### config.mk
export PLATFORM = sky130hd
export DESIGN_NAME = table_ptr_unit
export DESIGN_NICKNAME = d
export VERILOG_FILES = /design/src/rtl/tpu_pkg.sv /design/src/rtl/tpu_ptr.sv /design/src/rtl/tpu_hold.sv /design/src/rtl/tpu_latch.sv /design/src/rtl/tpu_req.sv /design/src/rtl/table_ptr_unit.sv
export SDC_FILE = /design/constraint.sdc
export NUM_CORES = 1
export LEC_CHECK = 0
export ABC_AREA = 1
export BUFFER_PORTS_ARGS = -buffer_cell sky130_fd_sc_hd__clkbuf_2
export CAP_MARGIN = 20
export CORE_UTILIZATION = 45
export DETAILED_ROUTE_END_ITERATION = 10
export PLACE_DENSITY = 0.68
export SLEW_MARGIN = 10
export SYNTH_ARGS = -nofsm -noshare
export SYNTH_HDL_FRONTEND = slang
export SYNTH_SLANG_ARGS = --single-unit
### constraint.sdc
create_clock -name clk -period 2.3 [get_ports clk]
set_input_delay 0.23 -clock clk [delete_from_list [all_inputs] [get_ports clk]]
set_output_delay 0.23 -clock clk [all_outputs]
set_load 0.02 [all_outputs]
### src/rtl/tpu_pkg.sv
package tpu_pkg;
  typedef enum logic [2:0] {
    OP_LD_LO  = 3'd0,
    OP_LD_HI  = 3'd1,
    OP_LD_UP  = 3'd2,
    OP_LD_LAT = 3'd3,
    OP_TRD    = 3'd4,
    OP_TWR    = 3'd5,
    OP_LONGWR = 3'd6,
    OP_ERASE  = 3'd7
  } tpu_op_e;

  typedef enum logic [1:0] {
    UPD_NONE    = 2'd0,
    UPD_POSTINC = 2'd1,
    UPD_POSTDEC = 2'd2,
    UPD_PREINC  = 2'd3
  } tpu_upd_e;
endpackage

### src/rtl/tpu_ptr.sv
module tpu_ptr #(
  parameter int ADDR_W = 22,
  parameter int DATA_W = 8
) (
  input  logic              clk,
  input  logic              rst,
  input  logic              ld_lo,
  input  logic              ld_hi,
  input  logic              ld_up,
  input  logic [DATA_W-1:0] ld_data,
  input  logic              step_en,
  input  logic [1:0]        upd,
  output logic [ADDR_W-1:0] ptr_q,
  output logic [ADDR_W-1:0] acc_addr
);
  import tpu_pkg::*;
  localparam int LOW_W = ADDR_W - 1;
  localparam int UP_W  = ADDR_W - 2 * DATA_W;

  logic [ADDR_W-1:0] inc_v, dec_v, nxt;

  // the space-select bit is carried through untouched
  always_comb begin
    inc_v = {ptr_q[ADDR_W-1], ptr_q[LOW_W-1:0] + LOW_W'(1)};
    dec_v = {ptr_q[ADDR_W-1], ptr_q[LOW_W-1:0] - LOW_W'(1)};
    acc_addr = (tpu_upd_e'(upd) == UPD_PREINC) ? inc_v : ptr_q;
    nxt = ptr_q;
    if (step_en) begin
      unique case (tpu_upd_e'(upd))
        UPD_NONE:    nxt = ptr_q;
        UPD_POSTINC: nxt = inc_v;
        UPD_POSTDEC: nxt = dec_v;
        UPD_PREINC:  nxt = inc_v;
      endcase
    end
  end

  always_ff @(posedge clk) begin
    if (rst) begin
      ptr_q <= '0;
    end else if (ld_lo) begin
      ptr_q[DATA_W-1:0] <= ld_data;
    end else if (ld_hi) begin
      ptr_q[2*DATA_W-1:DATA_W] <= ld_data;
    end else if (ld_up) begin
      ptr_q[ADDR_W-1:2*DATA_W] <= ld_data[UP_W-1:0];
    end else begin
      ptr_q <= nxt;
    end
  end
endmodule

### src/rtl/tpu_hold.sv
module tpu_hold #(
  parameter int HOLD_N = 8,
  parameter int DATA_W = 8
) (
  input  logic                       clk,
  input  logic                       rst,
  input  logic                       wr_en,
  input  logic [$clog2(HOLD_N)-1:0]  wr_idx,
  input  logic [DATA_W-1:0]          wr_data,
  output logic [HOLD_N*DATA_W-1:0]   hold_flat
);
  localparam int IDX_W = $clog2(HOLD_N);

  for (genvar k = 0; k < HOLD_N; k++) begin : g_slot
    logic [DATA_W-1:0] slot_q;
    always_ff @(posedge clk) begin
      if (rst) begin
        slot_q <= '0;
      end else if (wr_en && (wr_idx == IDX_W'(k))) begin
        slot_q <= wr_data;
      end
    end
    assign hold_flat[k*DATA_W +: DATA_W] = slot_q;
  end
endmodule

### src/rtl/tpu_latch.sv
module tpu_latch #(
  parameter int DATA_W = 8
) (
  input  logic              clk,
  input  logic              rst,
  input  logic              ld_en,
  input  logic [DATA_W-1:0] ld_data,
  input  logic              rd_arm,
  input  logic [DATA_W-1:0] mem_data,
  output logic [DATA_W-1:0] latch_out
);
  logic              rd_pend;
  logic [DATA_W-1:0] lat_q;

  // memory output is taken directly in the cycle after the read edge
  assign latch_out = rd_pend ? mem_data : lat_q;

  always_ff @(posedge clk) begin
    if (rst) begin
      rd_pend <= 1'b0;
      lat_q   <= '0;
    end else begin
      rd_pend <= rd_arm;
      lat_q   <= ld_en ? ld_data : latch_out;
    end
  end
endmodule

### src/rtl/tpu_req.sv
module tpu_req #(
  parameter int ADDR_W   = 22,
  parameter int WB_LSB   = 3,
  parameter int EB_LSB   = 6,
  parameter int BUF_W    = 64
) (
  input  logic                     clk,
  input  logic                     rst,
  input  logic                     lw_go,
  input  logic                     er_go,
  input  logic [ADDR_W-WB_LSB-1:0] blk_ptr,
  input  logic [BUF_W-1:0]         hold_flat,
  output logic                     lw_req,
  output logic [ADDR_W-1:0]        lw_addr,
  output logic [BUF_W-1:0]         lw_data,
  output logic                     er_req,
  output logic [ADDR_W-1:0]        er_addr
);
  localparam int GAP = EB_LSB - WB_LSB;

  always_ff @(posedge clk) begin
    if (rst) begin
      lw_req  <= 1'b0;
      er_req  <= 1'b0;
      lw_addr <= '0;
      lw_data <= '0;
      er_addr <= '0;
    end else begin
      lw_req <= lw_go;
      er_req <= er_go;
      if (lw_go) begin
        lw_addr <= {blk_ptr, WB_LSB'(0)};
        lw_data <= hold_flat;
      end
      if (er_go) begin
        er_addr <= {blk_ptr[ADDR_W-WB_LSB-1:GAP], EB_LSB'(0)};
      end
    end
  end
endmodule

### src/rtl/table_ptr_unit.sv
module table_ptr_unit #(
  parameter int ADDR_W      = 22,
  parameter int DATA_W      = 8,
  parameter int HOLD_N      = 8,
  parameter int ERASE_BYTES = 64
) (
  input  logic                     clk,
  input  logic                     rst,
  input  logic                     cmd_valid,
  output logic                     cmd_ready,
  input  logic [2:0]               cmd_op,
  input  logic [1:0]               cmd_mode,
  input  logic [DATA_W-1:0]        cmd_data,
  input  logic                     flash_busy,
  output logic                     mem_rd_en,
  output logic [ADDR_W-1:0]        mem_rd_addr,
  input  logic [DATA_W-1:0]        mem_rd_data,
  output logic [DATA_W-1:0]        latch_data,
  output logic [ADDR_W-1:0]        ptr_value,
  output logic                     lw_req,
  output logic [ADDR_W-1:0]        lw_addr,
  output logic [HOLD_N*DATA_W-1:0] lw_data,
  output logic                     er_req,
  output logic [ADDR_W-1:0]        er_addr
);
  import tpu_pkg::*;
  localparam int IDX_W  = $clog2(HOLD_N);
  localparam int EB_LSB = $clog2(ERASE_BYTES);
  localparam int BUF_W  = HOLD_N * DATA_W;

  logic              take;
  tpu_op_e           op;
  logic              is_rd, is_wr;
  logic [ADDR_W-1:0] acc_addr;
  logic [BUF_W-1:0]  hold_flat;

  assign cmd_ready = ~flash_busy;
  assign take      = cmd_valid & cmd_ready;
  assign op        = tpu_op_e'(cmd_op);
  assign is_rd     = take && (op == OP_TRD);
  assign is_wr     = take && (op == OP_TWR);

  assign mem_rd_en   = is_rd;
  assign mem_rd_addr = acc_addr;

  tpu_ptr #(.ADDR_W(ADDR_W), .DATA_W(DATA_W)) u_ptr (
    .clk(clk), .rst(rst),
    .ld_lo(take && (op == OP_LD_LO)),
    .ld_hi(take && (op == OP_LD_HI)),
    .ld_up(take && (op == OP_LD_UP)),
    .ld_data(cmd_data),
    .step_en(is_rd | is_wr),
    .upd(cmd_mode),
    .ptr_q(ptr_value),
    .acc_addr(acc_addr)
  );

  tpu_latch #(.DATA_W(DATA_W)) u_latch (
    .clk(clk), .rst(rst),
    .ld_en(take && (op == OP_LD_LAT)),
    .ld_data(cmd_data),
    .rd_arm(is_rd),
    .mem_data(mem_rd_data),
    .latch_out(latch_data)
  );

  tpu_hold #(.HOLD_N(HOLD_N), .DATA_W(DATA_W)) u_hold (
    .clk(clk), .rst(rst),
    .wr_en(is_wr),
    .wr_idx(acc_addr[IDX_W-1:0]),
    .wr_data(latch_data),
    .hold_flat(hold_flat)
  );

  tpu_req #(.ADDR_W(ADDR_W), .WB_LSB(IDX_W), .EB_LSB(EB_LSB), .BUF_W(BUF_W)) u_req (
    .clk(clk), .rst(rst),
    .lw_go(take && (op == OP_LONGWR)),
    .er_go(take && (op == OP_ERASE)),
    .blk_ptr(ptr_value[ADDR_W-1:IDX_W]),
    .hold_flat(hold_flat),
    .lw_req(lw_req), .lw_addr(lw_addr), .lw_data(lw_data),
    .er_req(er_req), .er_addr(er_addr)
  );
endmodule

Word-level counts from Yosys, hierarchy flattened
Cells that the tools add are included.

storage, ports and cells
  logic and storage cells = 88
  output and inout bits = 164
  input port bits = 25
  register bits after elaboration = 196

operators by class
  muxes and demuxes = 10
  bitwise gates (word level) = 5
  reduce and logical (&&, ||, !) cells = 27
  $add $sub $neg = 2
  equal/unequal tests = 25

operators with widths
  operator                 number
  $pmux W21 S2             1
  $mux W8                  5
  $eq A3 B3 Y1 const B     8
  $mux W22                 1
  $add A21 B1 Y21 const B  1
  $mux W21                 1
  $sub A21 B1 Y21 const B  1
  $logic_and A1 B1 Y1      16
  $mux W16                 1
  $ne A2 B1 Y1 const B     8
  $eq A3 B2 Y1 const B     4
  $reduce_and A4 Y1        3
  $eq A3 B1 Y1 const B     2
  $logic_not A3 Y1         2
  $mux W6                  1
  $reduce_and A6 Y1        1
  $reduce_bool A2 Y1       3
  $eq A2 B2 Y1 const B     2
  $not A1 Y1               3
  $eq A2 B1 Y1 const B     1
  $logic_not A2 Y1         1
  $reduce_or A2 Y1         1
  $and A1 B1 Y1            1
  $or A1 B1 Y1             1

Depth between registers and ports, before layout
  depth in word-level cells = 8
  depth in mapped cells = 12
  gate-level depth less buffers = 11

Cells and area by module
From an unflattened synthesis, not the netlist that was laid out.

second synthesis, totals
  cells, all modules = 1543
  area total of the unflattened synthesis = 9997.1 um^2

modules (own cells, without submodules)
  module          seq. area each (um^2)  cells each  area each (um^2)  instances
  tpu_req         2021.9                 628         4299.1            1
  tpu_ptr         440.4                  448         2546.2            1
  tpu_hold        1281.2                 368         2543.7            1
  tpu_latch       180.2                  80          524.3             1
  table_ptr_unit  0.0                    19          83.8              1

Worst setup path before layout
No wires, ideal clock.

  path kind = reg2out
  start = register u_ptr.ptr_q[0]
  end = output port mem_rd_addr[20]
  stages on the path, launching flop included = 8
  setup slack = 0.176 ns
  data arrival time = 1.894 ns
  data required time = 2.070 ns
  path buffers = 0
  path through = dfxtp_1 > ha_1 > nand2_1 > nor2_2 > nand2_1 > nor2_2 > nand4_1 > a31oi_1

on the way
  word-level cells in the longest chain between the ends = 2

ends and longest elaborated chain
  element                           line                  RTL
  start: declaration                tpu_ptr.sv:13         output logic [ADDR_W-1:0] ptr_q,
  start signal: indexed assignment  tpu_ptr.sv:42         ptr_q[DATA_W-1:0] <= ld_data;
  start signal: indexed assignment  tpu_ptr.sv:44         ptr_q[2*DATA_W-1:DATA_W] <= ld_data;
  start signal: indexed assignment  tpu_ptr.sv:46         ptr_q[ADDR_W-1:2*DATA_W] <= ld_data[UP_W-1:0];
  $add A21 B1 Y21                   tpu_ptr.sv:24         inc_v = {ptr_q[ADDR_W-1], ptr_q[LOW_W-1:0] + LOW_W'(1)};
  $mux W21                          tpu_ptr.sv:26         acc_addr = (tpu_upd_e'(upd) == UPD_PREINC) ? inc_v : ptr_q;
  end: declaration                  table_ptr_unit.sv:16  output logic [ADDR_W-1:0] mem_rd_addr,

Every way passes these cells.

Worst setup path after layout
  start = register u_ptr.ptr_q[1]
  end = output port mem_rd_addr[4]

Same word-level chain as after synthesis.

==> impl.org <==
** Route
- For this run, the detailed router's first-pass iteration total came to 5.
- The first routing iteration left 848 violations.
- Post-DR vias/cell :: 5.28
- Remaining antenna violation count :: 0
- In the final routed layout, each cell accounts on average for 16.6 um.
- Final routed wirelength across all metal layers :: 26.2 mm
- Detailed-route via count :: 8338
- In the routed design, unresolved DRC markers number 0.

** Layout
- In the layout the commonest cells are 182 x dfxtp_1, 174 x nand2_1, 174 x clkbuf_2.
- Leaving out fill and tap cells, the most frequent cell in the layout is dfxtp_1.
- Final nets :: 1359
- Cell area after layout :: 10400 um^2
- Share of post-route cells with drive strength above 1 :: 22.8%
- Relative to the synthesized area, the layout overhead comes to 21.9%.
- 0 antenna diodes ended up in the layout.

** Power
- Net switching is 27.0% of the power.
- Part of the total power dissipated in the clock network :: 43.0%
- Internal power of the cells :: 5450 uW
- Fraction of power consumed by sequential logic :: 46.7%
- Power spread over the standard cell area amounts to 716 nW/um^2.
- The analysis attributes to net switching a power of 2020 uW.
- Leakage power :: 0.00463 uW
- Overall power consumption after layout is estimated at 7470 uW.
- Maximum vdd drop :: 0.000487 V
- The share of total power dissipated in combinational logic is 10.4%.

** Critical path
- Cell with the largest stage delay on the worst path :: dfxtp_4
- The critical path in this run is classified as flop to output port.
- In this run the worst path has a maximum fanout of 5.
- In this design, the stage delay of the slowest critical-path cell is 0.38 ns.
- The worst setup path is launched from a flop.
- Data required time of the worst path :: 2.07 ns
- Internal reg-to-reg setup slack :: 0.28 ns
- For the worst setup path, the data arrival time is 1.98 ns.
- Cell mode on critical path :: nand2_1
- Walking the worst path, the cells encountered are ha_4, nand2_1, nor2_4, buf_4, xor2_1, nand2_1, o21ai_0, clkbuf_2.
- Kind of end point of the critical path :: output port

** CTS
- Clock network latency to the later pin of the worst-skew pair :: 0.44 ns
- CTS buffer count :: 17
- The clock net in this run drives a total of 196 sinks.
- After clock tree synthesis, the clock-pin slew on the worst setup and hold paths is 0.07 ns.
- TritonCTS built the clock tree.
- H-tree level count :: 4
- The clock passes through at most 2 buffers.
- The tree is rooted in a clkbuf_16.

** Flow run
- Count of maximum capacitance violations :: 0

** Yosys
- Xor/xnor cell area share of the yosys netlist :: 1.91%
- In the synthesized netlist, mux cells make up 1.05% of the area.
- Summing the areas of all compound-gate instances in the mapped netlist gives 21.0% of the synthesized area.
- After synthesis, the share of flip-flops with an asynchronous set or reset is 0%.
- Dominant cells by area after synthesis :: dfxtp_1 46%, o21ai_0 9.5%, a21oi_1 8.9%
- The synthesized design devotes to its leading area cell type 45.8% of total area.
- Of the total synthesized cell area, the portion taken by AND, OR, NAND and NOR gates is 20.8%.
- Summing the areas of all fa, ha and maj instances in the mapped netlist gives 0.292% of the synthesized area.
- Register area share after synthesis :: 45.8%
- The cell area that synthesis handed to floorplanning was 8570 um^2.
- Most instantiated flip-flop cell in the synthesis netlist :: dfxtp_1
- In the synthesized netlist, the number of instances is 1168.
- In this run the mean area of a mapped cell was 7.33 um^2.
- In this run, synthesis inferred 0 flip-flops with an integrated enable.
- Yosys warning total :: 0
- Summed over all instances, the cell type with the most area after synthesis is dfxtp_1.
- Main combinational cell family by area after synthesis :: compound AO/OA/AOI/OAI gates
- Number of flip-flops and latches in the synthesized netlist :: 196
- Counting distinct cell types in the post-synthesis netlist gives 42.

** Floorplanning
- In this run the horizontal extent of the chip is 140 um.
- The floorplan step set the die height to 140 um.
- For this design the top-level I/O count stands at 189.
- The core region is 18700 um^2.
- Starting density of the core :: 45.8%
- Total number of placement rows :: 50
- Floorplan die area :: 19600 um^2

** STA
- Post-route minimum period :: 2.21 ns
- Derived from the worst setup path, the maximum achievable clock frequency is 453 MHz.
- Post-Route Setup TNS :: 0 ns
- Clk_skew :: 0.00953 ns
- RSZ-0062 raised after global routing :: false
- On the final layout, the worst hold slack is 0.0874 ns.
- Final period utilization :: 96.1%
- Relative max-transition margin :: 58.2%
- The final count of pins violating max slew came to 0.
- Setup violations remaining at the end of the flow were counted as 0.
- At the pin with the least slew margin, the transition time is 0.626 ns.
- Hold Fails Final Rpt :: 0

** GRT
- Global-route met2 utilization :: 39.9%
- Gr busiest metal :: met2
- Global-route track usage on met1 :: 38.2%
- The first global-routing pass estimated 41.0 mm of wire.
- In the global route stage, overall resource usage came out at 27.0%.
- Routing usage on met3 :: 5.03%
- The via count of the first global-routing pass was 7589.
- Entering global routing, the biggest net connects 68 pins.
- Initial antenna violation count :: 0
- After global routing the overflow that remains totals 0.

** Placed design
- Port buffering added 179 buffers.
- Detailed placement ended at an HPWL of 18.2 mm.
- Placer congestion estimate :: 0.943
- Area of placed instances :: 9660 um^2

** Min path
- The path class of the tightest hold or removal check is input pin to flop.

** Run status
- Status :: finished clean
sequential cells by signal (all words and copies together) (netlist names):
| register | cells |
|---|---|
| u_hold.g_slot.slot_q | 64 |
| u_latch.lat_q | 8 |
| u_latch.rd_pend | 1 |
| u_ptr.ptr_q | 22 |
| u_req.er_addr | 16 |
| u_req.er_req | 1 |
| u_req.lw_addr | 19 |
| u_req.lw_data | 64 |
| u_req.lw_req | 1 |
synthesized netlist by cell type, types with 2 or more instances:
master      n
clkbuf_1   39
mux2_2      8
nand2_4     2
ha_1        2
a21oi_1   152
dfxtp_1   196
nor2_2      7
inv_1      88
buf_6       7
nand3_1    78
o22ai_1     8
buf_4      12
nand4_1     7
nand2_2     6
o21ai_0   162
xor2_1     14
o221ai_1    2
clkinv_1    4
nor3_1      5
o211ai_1    2
a31oi_1     9
buf_2      18
inv_2       6
o21ai_1     9
nor2_1    132
nand2_1   177
worst max-delay path: cells and delay by family (launching register included):
kind | cells | cell delay [ns]
AOI/OAI and AO/OA | 1 | 0.14
buffers and inverters | 2 | 0.37
and+or+nand+nor | 3 | 0.31
adders and majority gates | 1 | 0.14
xor gates and xnor gates | 1 | 0.19
DFF | 1 | 0.38
final timing paths:
path                                                start                                       to  depth (start not counted)
setup / recovery              u_ptr.ptr_q[1]$_SDFFE_PP0P_                           mem_rd_addr[4]                          8
hold / removal                                cmd_data[1]              u_ptr.ptr_q[1]$_SDFFE_PP0P_                          3
setup reg to reg              u_ptr.ptr_q[0]$_SDFFE_PP0P_  u_hold.g_slot[3].slot_q[3]$_SDFFE_PP0P_                         10
hold reg to reg   u_hold.g_slot[2].slot_q[1]$_SDFFE_PP0P_  u_hold.g_slot[2].slot_q[1]$_SDFFE_PP0P_                          2
power groups by stage:
stage | Sequential [uW] | Combinational [uW] | Clock [uW]
final | 3490 | 774 | 3210
after global placement | 3570 | 752 | 0
after floorplan | 3620 | 461 | 0
after global routing | 3490 | 854 | 3380
after detailed placement | 3570 | 754 | 0
after CTS | 3490 | 762 | 3230
final cells by class:
type,instances,area [um^2]
fill,1779,8260
clock buffer,18,429
timing repair buffer,214,1230
tap,234,293
sequential,196,3950
inverter,99,375
multi-input combinational,804,3950
clock inverter,14,210
cells by family (layout without fill, tap and decap cells):
family | after synthesis | after routing
xor+xnor | 17 | 17
flops | 196 | 196
mux | 8 | 8
fa+ha+maj | 2 | 2
compound gates | 348 | 348
simple gates | 420 | 420
buf+inv | 176 | 345
other cells | 1 | 9
what timing repair did:
item,4_1_cts,5_1_grt
pin swaps,3,5
gates resized for setup,20,23
hold buffers,0,0
setup buffers,3,4
setup endpoints to repair,14,15
routing by layer:
layer	share of wire, %	up-vias
li1	-	4188
met1	46	3768
met2	44	330
met3	7.0	52
met4	3.2	0
met5	0	-
through the flow:
step	utilization (%)	worst slack, ns	cells
floorplan	-	0.176	1176
global placement	51.6	0.216	1540
detailed placement	51.6	0.117	1540
CTS	55.4	-0.00484	1575
global route	55.8	0.00682	1579
finish	55.8	0.0903	1579
Note: power is estimated with default switching activity, not from simulation.
